## config.mk

```make
export PLATFORM = sky130hd
export DESIGN_NAME = winptr_ctrl
export DESIGN_NICKNAME = d
export VERILOG_FILES = /design/src/rtl/winptr_pkg.sv /design/src/rtl/winptr_decide.sv /design/src/rtl/winptr_dest.sv /design/src/rtl/winptr_state.sv /design/src/rtl/winptr_ctrl.sv
export SDC_FILE = /design/constraint.sdc
export NUM_CORES = 1
export LEC_CHECK = 0
export BUFFER_PORTS_ARGS = -buffer_cell sky130_fd_sc_hd__buf_2
export CAP_MARGIN = 20
export CORE_UTILIZATION = 33
export DETAILED_ROUTE_END_ITERATION = 10
export RECOVER_POWER = 50
export SYNTH_ARGS = -nofsm -noshare
export SYNTH_HDL_FRONTEND = slang
export SYNTH_SLANG_ARGS = --single-unit
```

## constraint.sdc

```tcl
create_clock -name clk -period 3.6 [get_ports clk]
set_clock_uncertainty 0.15 [all_clocks]
set_input_delay 0.72 -clock clk [delete_from_list [all_inputs] [get_ports clk]]
set_output_delay 0.72 -clock clk [all_outputs]
set_load 0.03 [all_outputs]
```

## src/rtl/winptr_pkg.sv

```systemverilog
// Package: shared operation and trap codes for the window pointer controller.
// Assumes: codes are 3 bits wide; unlisted operation codes are illegal.
package winptr_pkg;

    typedef enum logic [2:0] {
        OP_PUSH    = 3'd0,
        OP_POP     = 3'd1,
        OP_RETURN  = 3'd2,
        OP_MASK_RD = 3'd3,
        OP_MASK_WR = 3'd4,
        OP_TRAP_IN = 3'd5
    } win_op_e;

    typedef enum logic [2:0] {
        TR_NONE  = 3'd0,
        TR_WOVF  = 3'd1,
        TR_WUNF  = 3'd2,
        TR_PRIV  = 3'd3,
        TR_ILL   = 3'd4,
        TR_ALIGN = 3'd5
    } win_trap_e;

endpackage

```

## src/rtl/winptr_decide.sv

```systemverilog
// Module: winptr_decide
// Purely combinational. Given the current state and one request, it picks the
// single trap (if any), the state the request would commit, the window whose
// frame receives the write, and the write data.
// Assumes: WIN_CNT is a power of two, so pointer arithmetic wraps naturally.
module winptr_decide
    import winptr_pkg::*;
#(
    parameter int WIN_CNT = 8,
    parameter int DATA_W  = 32,
    localparam int CWP_W  = $clog2(WIN_CNT)
) (
    input  logic [2:0]         op,
    input  logic [DATA_W-1:0]  opa,
    input  logic [DATA_W-1:0]  opb,
    input  logic [CWP_W-1:0]   cwp,
    input  logic [WIN_CNT-1:0] wim,
    input  logic               et,
    input  logic               sup,
    input  logic               psup,
    output win_trap_e          trap,
    output logic [CWP_W-1:0]   nxt_cwp,
    output logic [WIN_CNT-1:0] nxt_wim,
    output logic               nxt_et,
    output logic               nxt_sup,
    output logic               nxt_psup,
    output logic               wen,
    output logic [CWP_W-1:0]   dst_win,
    output logic [DATA_W-1:0]  wdata
);

    logic [CWP_W-1:0]  cwp_dn;
    logic [CWP_W-1:0]  cwp_up;
    logic [DATA_W-1:0] sum;

    // Neighbouring windows and the shared operand sum.
    always_comb begin
        cwp_dn = cwp - CWP_W'(1);
        cwp_up = cwp + CWP_W'(1);
        sum    = opa + opb;
    end

    // Decide trap, committed state and write for the request.
    always_comb begin
        trap     = TR_NONE;
        nxt_cwp  = cwp;
        nxt_wim  = wim;
        nxt_et   = et;
        nxt_sup  = sup;
        nxt_psup = psup;
        wen      = 1'b0;
        dst_win  = cwp;
        wdata    = '0;
        case (win_op_e'(op))
            OP_PUSH: begin
                if (wim[cwp_dn]) begin
                    trap = TR_WOVF;
                end else begin
                    nxt_cwp = cwp_dn;
                    wen     = 1'b1;
                    dst_win = cwp_dn;
                    wdata   = sum;
                end
            end
            OP_POP: begin
                if (wim[cwp_up]) begin
                    trap = TR_WUNF;
                end else begin
                    nxt_cwp = cwp_up;
                    wen     = 1'b1;
                    dst_win = cwp_up;
                    wdata   = sum;
                end
            end
            OP_RETURN: begin
                if (et) begin
                    trap = TR_ILL;
                end else if (!sup) begin
                    trap = TR_PRIV;
                end else if (wim[cwp_up]) begin
                    trap = TR_WUNF;
                end else if (sum[1:0] != 2'b00) begin
                    trap = TR_ALIGN;
                end else begin
                    nxt_cwp = cwp_up;
                    nxt_et  = 1'b1;
                    nxt_sup = psup;
                end
            end
            OP_MASK_RD: begin
                if (!sup) begin
                    trap = TR_PRIV;
                end else begin
                    wen   = 1'b1;
                    wdata = DATA_W'(wim);
                end
            end
            OP_MASK_WR: begin
                if (!sup) begin
                    trap = TR_PRIV;
                end else begin
                    nxt_wim = opa[WIN_CNT-1:0] ^ opb[WIN_CNT-1:0];
                end
            end
            OP_TRAP_IN: begin
                nxt_cwp  = cwp_dn;
                nxt_et   = 1'b0;
                nxt_sup  = 1'b1;
                nxt_psup = sup;
            end
            default: trap = TR_ILL;
        endcase
    end

endmodule

```

## src/rtl/winptr_dest.sv

```systemverilog
// Module: winptr_dest
// Maps a destination number onto the physical register file. Numbers below
// GLOB_CNT address the shared globals directly. Larger ones are offset by the
// window base, and the sum wraps over the whole windowed array.
// Assumes: each window advances the base by 2**WIN_SHIFT entries.
module winptr_dest #(
    parameter int WIN_CNT   = 8,
    parameter int RD_W      = 5,
    parameter int WIN_SHIFT = 4,
    parameter int GLOB_CNT  = 8,
    localparam int CWP_W    = $clog2(WIN_CNT),
    localparam int PHYS_W   = CWP_W + WIN_SHIFT
) (
    input  logic [CWP_W-1:0]  win,
    input  logic [RD_W-1:0]   rd,
    output logic              is_win,
    output logic [PHYS_W-1:0] idx
);

    logic [PHYS_W-1:0] base;

    // Window base address; the add below wraps modulo 2**PHYS_W.
    always_comb begin
        base = {win, {WIN_SHIFT{1'b0}}};
    end

    // Select the global or the windowed index.
    always_comb begin
        is_win = (32'(rd) >= GLOB_CNT);
        if (is_win) begin
            idx = base + PHYS_W'(rd);
        end else begin
            idx = PHYS_W'(rd);
        end
    end

endmodule

```

## src/rtl/winptr_state.sv

```systemverilog
// Module: winptr_state
// Holds the pointer, the mask and the mode bits. It commits the decided next
// state only for an accepted request that raised no trap.
// Assumes: synchronous active-low reset; trap codes come from winptr_decide.
module winptr_state
    import winptr_pkg::*;
#(
    parameter int WIN_CNT = 8,
    localparam int CWP_W  = $clog2(WIN_CNT)
) (
    input  logic               clk,
    input  logic               rst_n,
    input  logic               fire,
    input  logic [2:0]         op,
    input  win_trap_e          trap,
    input  logic [CWP_W-1:0]   nxt_cwp,
    input  logic [WIN_CNT-1:0] nxt_wim,
    input  logic               nxt_et,
    input  logic               nxt_sup,
    input  logic               nxt_psup,
    output logic [CWP_W-1:0]   cwp,
    output logic [WIN_CNT-1:0] wim,
    output logic               et,
    output logic               sup,
    output logic               psup
);

    logic commit;

    // A request commits only when it raised no trap.
    always_comb begin
        commit = fire && (trap == TR_NONE);
    end

    // State registers with their reset values.
    always_ff @(posedge clk) begin
        if (!rst_n) begin
            cwp  <= '0;
            wim  <= '0;
            et   <= 1'b0;
            sup  <= 1'b1;
            psup <= 1'b0;
        end else if (commit) begin
            cwp  <= nxt_cwp;
            wim  <= nxt_wim;
            et   <= nxt_et;
            sup  <= nxt_sup;
            psup <= nxt_psup;
        end
    end

    // a trapping request leaves every state bit untouched.
    a_r3_trap_freezes: assert property (@(posedge clk) disable iff (!rst_n)
        (fire && trap != TR_NONE) |=> (cwp == $past(cwp) && wim == $past(wim)
            && et == $past(et) && sup == $past(sup) && psup == $past(psup)));

    // a successful push moves the pointer down by one.
    a_r1_push_step: assert property (@(posedge clk) disable iff (!rst_n)
        (fire && op == 3'd0 && trap == TR_NONE) |=> (cwp == $past(cwp) - CWP_W'(1)));

    // a successful return enables traps and restores supervisor.
    a_r6_return_mode: assert property (@(posedge clk) disable iff (!rst_n)
        (fire && op == 3'd2 && trap == TR_NONE) |=> (et && sup == $past(psup)));

    // trap entry disables traps and saves supervisor.
    a_r9_entry_mode: assert property (@(posedge clk) disable iff (!rst_n)
        (fire && op == 3'd5) |=> (!et && sup && psup == $past(sup)));

endmodule

```

## src/rtl/winptr_ctrl.sv

```systemverilog
// Module: winptr_ctrl (top)
// Window pointer controller: decides traps, commits window and mode state, and
// issues one registered response per accepted request.
// Assumes: one request per cycle; the response and the new state become
// visible together after the edge that sampled the request.
module winptr_ctrl
    import winptr_pkg::*;
#(
    parameter int WIN_CNT   = 8,
    parameter int DATA_W    = 32,
    parameter int RD_W      = 5,
    parameter int WIN_SHIFT = 4,
    parameter int GLOB_CNT  = 8,
    localparam int CWP_W    = $clog2(WIN_CNT),
    localparam int PHYS_W   = CWP_W + WIN_SHIFT
) (
    input  logic               clk,
    input  logic               rst_n,
    input  logic               req_valid,
    input  logic [2:0]         req_op,
    input  logic [RD_W-1:0]    req_rd,
    input  logic [DATA_W-1:0]  req_a,
    input  logic [DATA_W-1:0]  req_b,
    output logic               rsp_valid,
    output logic [2:0]         rsp_trap,
    output logic               rsp_wen,
    output logic               rsp_win,
    output logic [PHYS_W-1:0]  rsp_idx,
    output logic [DATA_W-1:0]  rsp_data,
    output logic [CWP_W-1:0]   cwp_o,
    output logic [WIN_CNT-1:0] wim_o,
    output logic               et_o,
    output logic               s_o,
    output logic               ps_o
);

    win_trap_e          trap;
    logic [CWP_W-1:0]   nxt_cwp;
    logic [WIN_CNT-1:0] nxt_wim;
    logic               nxt_et;
    logic               nxt_sup;
    logic               nxt_psup;
    logic               wen;
    logic [CWP_W-1:0]   dst_win;
    logic [DATA_W-1:0]  wdata;
    logic               is_win;
    logic [PHYS_W-1:0]  idx;

    winptr_decide #(.WIN_CNT(WIN_CNT), .DATA_W(DATA_W)) u_decide (
        .op(req_op), .opa(req_a), .opb(req_b),
        .cwp(cwp_o), .wim(wim_o), .et(et_o), .sup(s_o), .psup(ps_o),
        .trap(trap), .nxt_cwp(nxt_cwp), .nxt_wim(nxt_wim), .nxt_et(nxt_et),
        .nxt_sup(nxt_sup), .nxt_psup(nxt_psup),
        .wen(wen), .dst_win(dst_win), .wdata(wdata)
    );

    winptr_dest #(.WIN_CNT(WIN_CNT), .RD_W(RD_W), .WIN_SHIFT(WIN_SHIFT),
                  .GLOB_CNT(GLOB_CNT)) u_dest (
        .win(dst_win), .rd(req_rd), .is_win(is_win), .idx(idx)
    );

    winptr_state #(.WIN_CNT(WIN_CNT)) u_state (
        .clk(clk), .rst_n(rst_n), .fire(req_valid), .op(req_op), .trap(trap),
        .nxt_cwp(nxt_cwp), .nxt_wim(nxt_wim), .nxt_et(nxt_et),
        .nxt_sup(nxt_sup), .nxt_psup(nxt_psup),
        .cwp(cwp_o), .wim(wim_o), .et(et_o), .sup(s_o), .psup(ps_o)
    );

    // Response register: one cycle per request, all zero when idle.
    always_ff @(posedge clk) begin
        if (!rst_n || !req_valid) begin
            rsp_valid <= 1'b0;
            rsp_trap  <= 3'd0;
            rsp_wen   <= 1'b0;
            rsp_win   <= 1'b0;
            rsp_idx   <= '0;
            rsp_data  <= '0;
        end else begin
            rsp_valid <= 1'b1;
            rsp_trap  <= trap;
            rsp_wen   <= wen;
            rsp_win   <= wen && is_win;
            rsp_idx   <= wen ? idx : '0;
            rsp_data  <= wdata;
        end
    end

    // a trapped request never requests a register write.
    a_r12_no_write_on_trap: assert property (@(posedge clk) disable iff (!rst_n)
        (rsp_trap != 3'd0) |-> !rsp_wen);

    // an idle cycle reports nothing.
    a_r12_idle_quiet: assert property (@(posedge clk) disable iff (!rst_n)
        !rsp_valid |-> (rsp_trap == 3'd0 && !rsp_wen));

endmodule

```

==> results_dict.tcl <==
set metrics [dict create \
    ys.warnings.count 0 \
    grt_max_degree 26 \
    synthToLayoutAreaGrowth_pct 25.60 \
    io_pins 134 \
    final_layout_size_suffix_gt1_frac 0.1928 \
    final_common_cell "buf_2" \
    dieArea_sq_um 13040 \
    top_layer "met4" \
    core_region_area_sq_um 12160 \
    async_flop_share 0 \
    first_global_vias 3907 \
    first_iter_violations 274 \
    ys.flop_type "dfxtp_1" \
    hold_end "u_state.psup" \
    regArea_sq_um 1181 \
    gr-total-overflow 0 \
    critPathKind "primary input to flip-flop" \
    hold_start "u_state.psup" \
    multiInputGateArea_sq_um 2790 \
    drv_cap 0 \
    root_buffer "clkbuf_16" \
    ff2ff_setup_slack_ps 480 \
    wl_per_cell_um 14.40 \
    fin_util 0.4290 \
    vias 4216 \
    critPathLaunchType "primary input" \
    setup_violations 0 \
    final_hold_viol_count 0 \
    numCtsBuffers 9 \
    antenna_found_initial 0 \
    clock.fmax_ghz 0.2955 \
    power.leakage_uw 0.002212 \
    ys_types 73 \
    worst_pin_slew_ps 700.5 \
    min_path_cells 2 \
    min_period_ps 3384 \
    netlist_instances 510 \
    drc 0 \
    worstPathArrival_ps 3480 \
    cp_num_buf_inv 1 \
    required_ps 3690 \
    r2r-end "rsp_data[29]" \
    max_stage_delay_ps 550 \
    fin_crit_sh 0.9399 \
    outcome "completed" \
    track_usage 0.1805 \
    viasPerCell 5.199 \
    synth_edf_count 0 \
    rows 40 \
    syn_avg_cell_area_sq_um 8.145 \
    rr_worst_depth 11 \
    synth_nets 621 \
    clk_latency_ps 330 \
    wl_mm 11.68 \
    io_buffers 133 \
    r2r_start "u_state.cwp[0]" \
    fillers 1278 \
    n_antenna_cell 0 \
    hpwl_mm 9.264 \
    clock-sinks 59 \
    maxSlewHeadroom 0.5318 \
    h-tree-depth 3 \
    critical-path-top-delay-family "compound AO/OA/AOI/OAI gates" \
    die_w_um 114.2 \
    vdd_drop_max_mv 0.2142 \
    ys_seq_area_frac 0.2843 \
    power_density_nw_per_um2 402.6 \
    netlist_area_sq_um 4154 \
    final_cell_mix "75 x buf_2, 59 x dfxtp_1, 58 x clkbuf_1, 45 x nand2_1, 40 x nor2_1" \
    hold_path_class "flip-flop to flip-flop" \
    clk_pin_slew_ps 60 \
    first_pass_iters 4 \
    met2_length_mm 5.330 \
    setup_tns_ps 0 \
    start_util 0.3416 \
    postRouteAntennaNets 0 \
    cts_resized 0 \
    cts_setup_buffers 0 \
    die_h_um 114.2 \
    postCtsHoldBufs 0 \
    nNetsFinal 750 \
    route.met3.wl_um 726 \
    crit_path_end_kind "flip-flop" \
    cp_slowest_cell "or4b_4" \
    gp_congestion 0.9143 \
    grt_pass1_wl_mm 18.53 \
    path_cells "buf_2 > ha_1 > fa_1 > a21o_1 > nand4_1 > a21oi_2 > or4b_4 > a2111oi_4 > nor3b_1 > o31a_1 > nor3_1" \
    crit_path_max_fanout 4 \
    startpoint "req_a[0]" \
    drv_slew 0 \
    ys_ff_latch 59 \
    cts_tree "done" \
    cts_max_path_buffers 2 \
    met1Wirelength_mm 5.468 \
    p_total_uw 2101 \
    rsz0062_at_grt "false" \
]
## logic make-up (layout without fill, tap and decap cells)
logic type	after synthesis	count (layout)	share of synthesized area
flip-flops	59	59	0.2843
AND/OR/NAND/NOR	175	175	0.2166
multiplexers	12	12	0.03554
AO/OA/AOI/OAI	160	160	0.2548
XOR/XNOR	25	25	0.05452
adder cells (fa/ha/maj)	36	36	0.1102
buffers and inverters	43	176	0.04397
## where the power goes
part | leakage [uW] | total [uW] | internal [uW] | switching, uW
registers | 0.000478 | 687 | 673 | 13.7
logic | 0.00159 | 564 | 231 | 333
clock network | 0.000148 | 849 | 547 | 302
total | 0.00221 | 2100 | 1450 | 649
## per-layer routing
metal | up-vias | track usage
met2 | 139 | 0.2913
met3 | 15 | 0.04288
li1 | 2128 | -
met5 | - | 0
met1 | 1934 | 0.2352
met4 | 0 | 0.06234
## registers in the layout, summed over array words and instances (netlist names)
name	flops
rsp_valid	1
u_state.cwp	3
u_state.sup	1
u_state.wim	8
rsp_trap	3
u_state.psup	1
u_state.et	1
rsp_idx	7
rsp_wen	1
rsp_data	32
rsp_win	1
## how the worst max path moves through the flow
| stage | endpoint | depth (start not counted) |
|---|---|---|
| 3_5_place_dp | rsp_data[26] | 11 |
| 5_1_grt | rsp_idx[6] | 9 |
| 6_report | rsp_data[26] | 11 |
| 4_1_cts | rsp_data[26] | 11 |
| 2_1_floorplan | rsp_data[24] | 10 |
| 3_3_place_gp | rsp_data[26] | 11 |
## cell usage after synthesis, types with 11 or more instances
master,n,area share
and2_1,11,0.017
nor3_1,12,0.014
a21oi_1,39,0.047
inv_1,16,0.014
dfxtp_1,59,0.28
a21o_1,16,0.029
nand2_1,45,0.041
o21ai_0,23,0.028
o21ai_1,17,0.020
xnor2_1,15,0.032
nor2_1,40,0.036
clkbuf_1,16,0.014
ha_1,35,0.11
nand3_1,19,0.023
## per-stage QoR
step           hold slack (ps)  area [sq um]  std cells  setup slack, ps
6_report                 331.2          5218        811            216.3
3_5_place_dp             325.3          4997        796           -112.8
4_1_cts                  332.3          5290        811            228.5
5_1_grt                  363.2          5218        811            90.69
2_1_floorplan            441.4          4154        510            246.7
3_3_place_gp             315.9          4997        796           -54.21
## final cells by class
cell class,instances,share of cell area
Clock buffer,10,0.04580
Sequential cell,59,0.2264
Timing Repair Buffer,145,0.1309
Tap cell,168,0.04029
Inverter,16,0.01151
Multi-Input combinational cell,408,0.5348
Clock inverter,5,0.01031
## worst reg2reg max path, stage by stage, from the launching register on
cell      delay [ps]
dfxtp_1          420
inv_1            130
ha_1             300
xor2_1           280
mux4_2           640
nor2_1           220
nor4b_2          140
buf_4            180
o211ai_1         140
inv_1             70
a311oi_1         280
nand2_1           70
No activity file was read; power rests on OpenSTA's default activity.
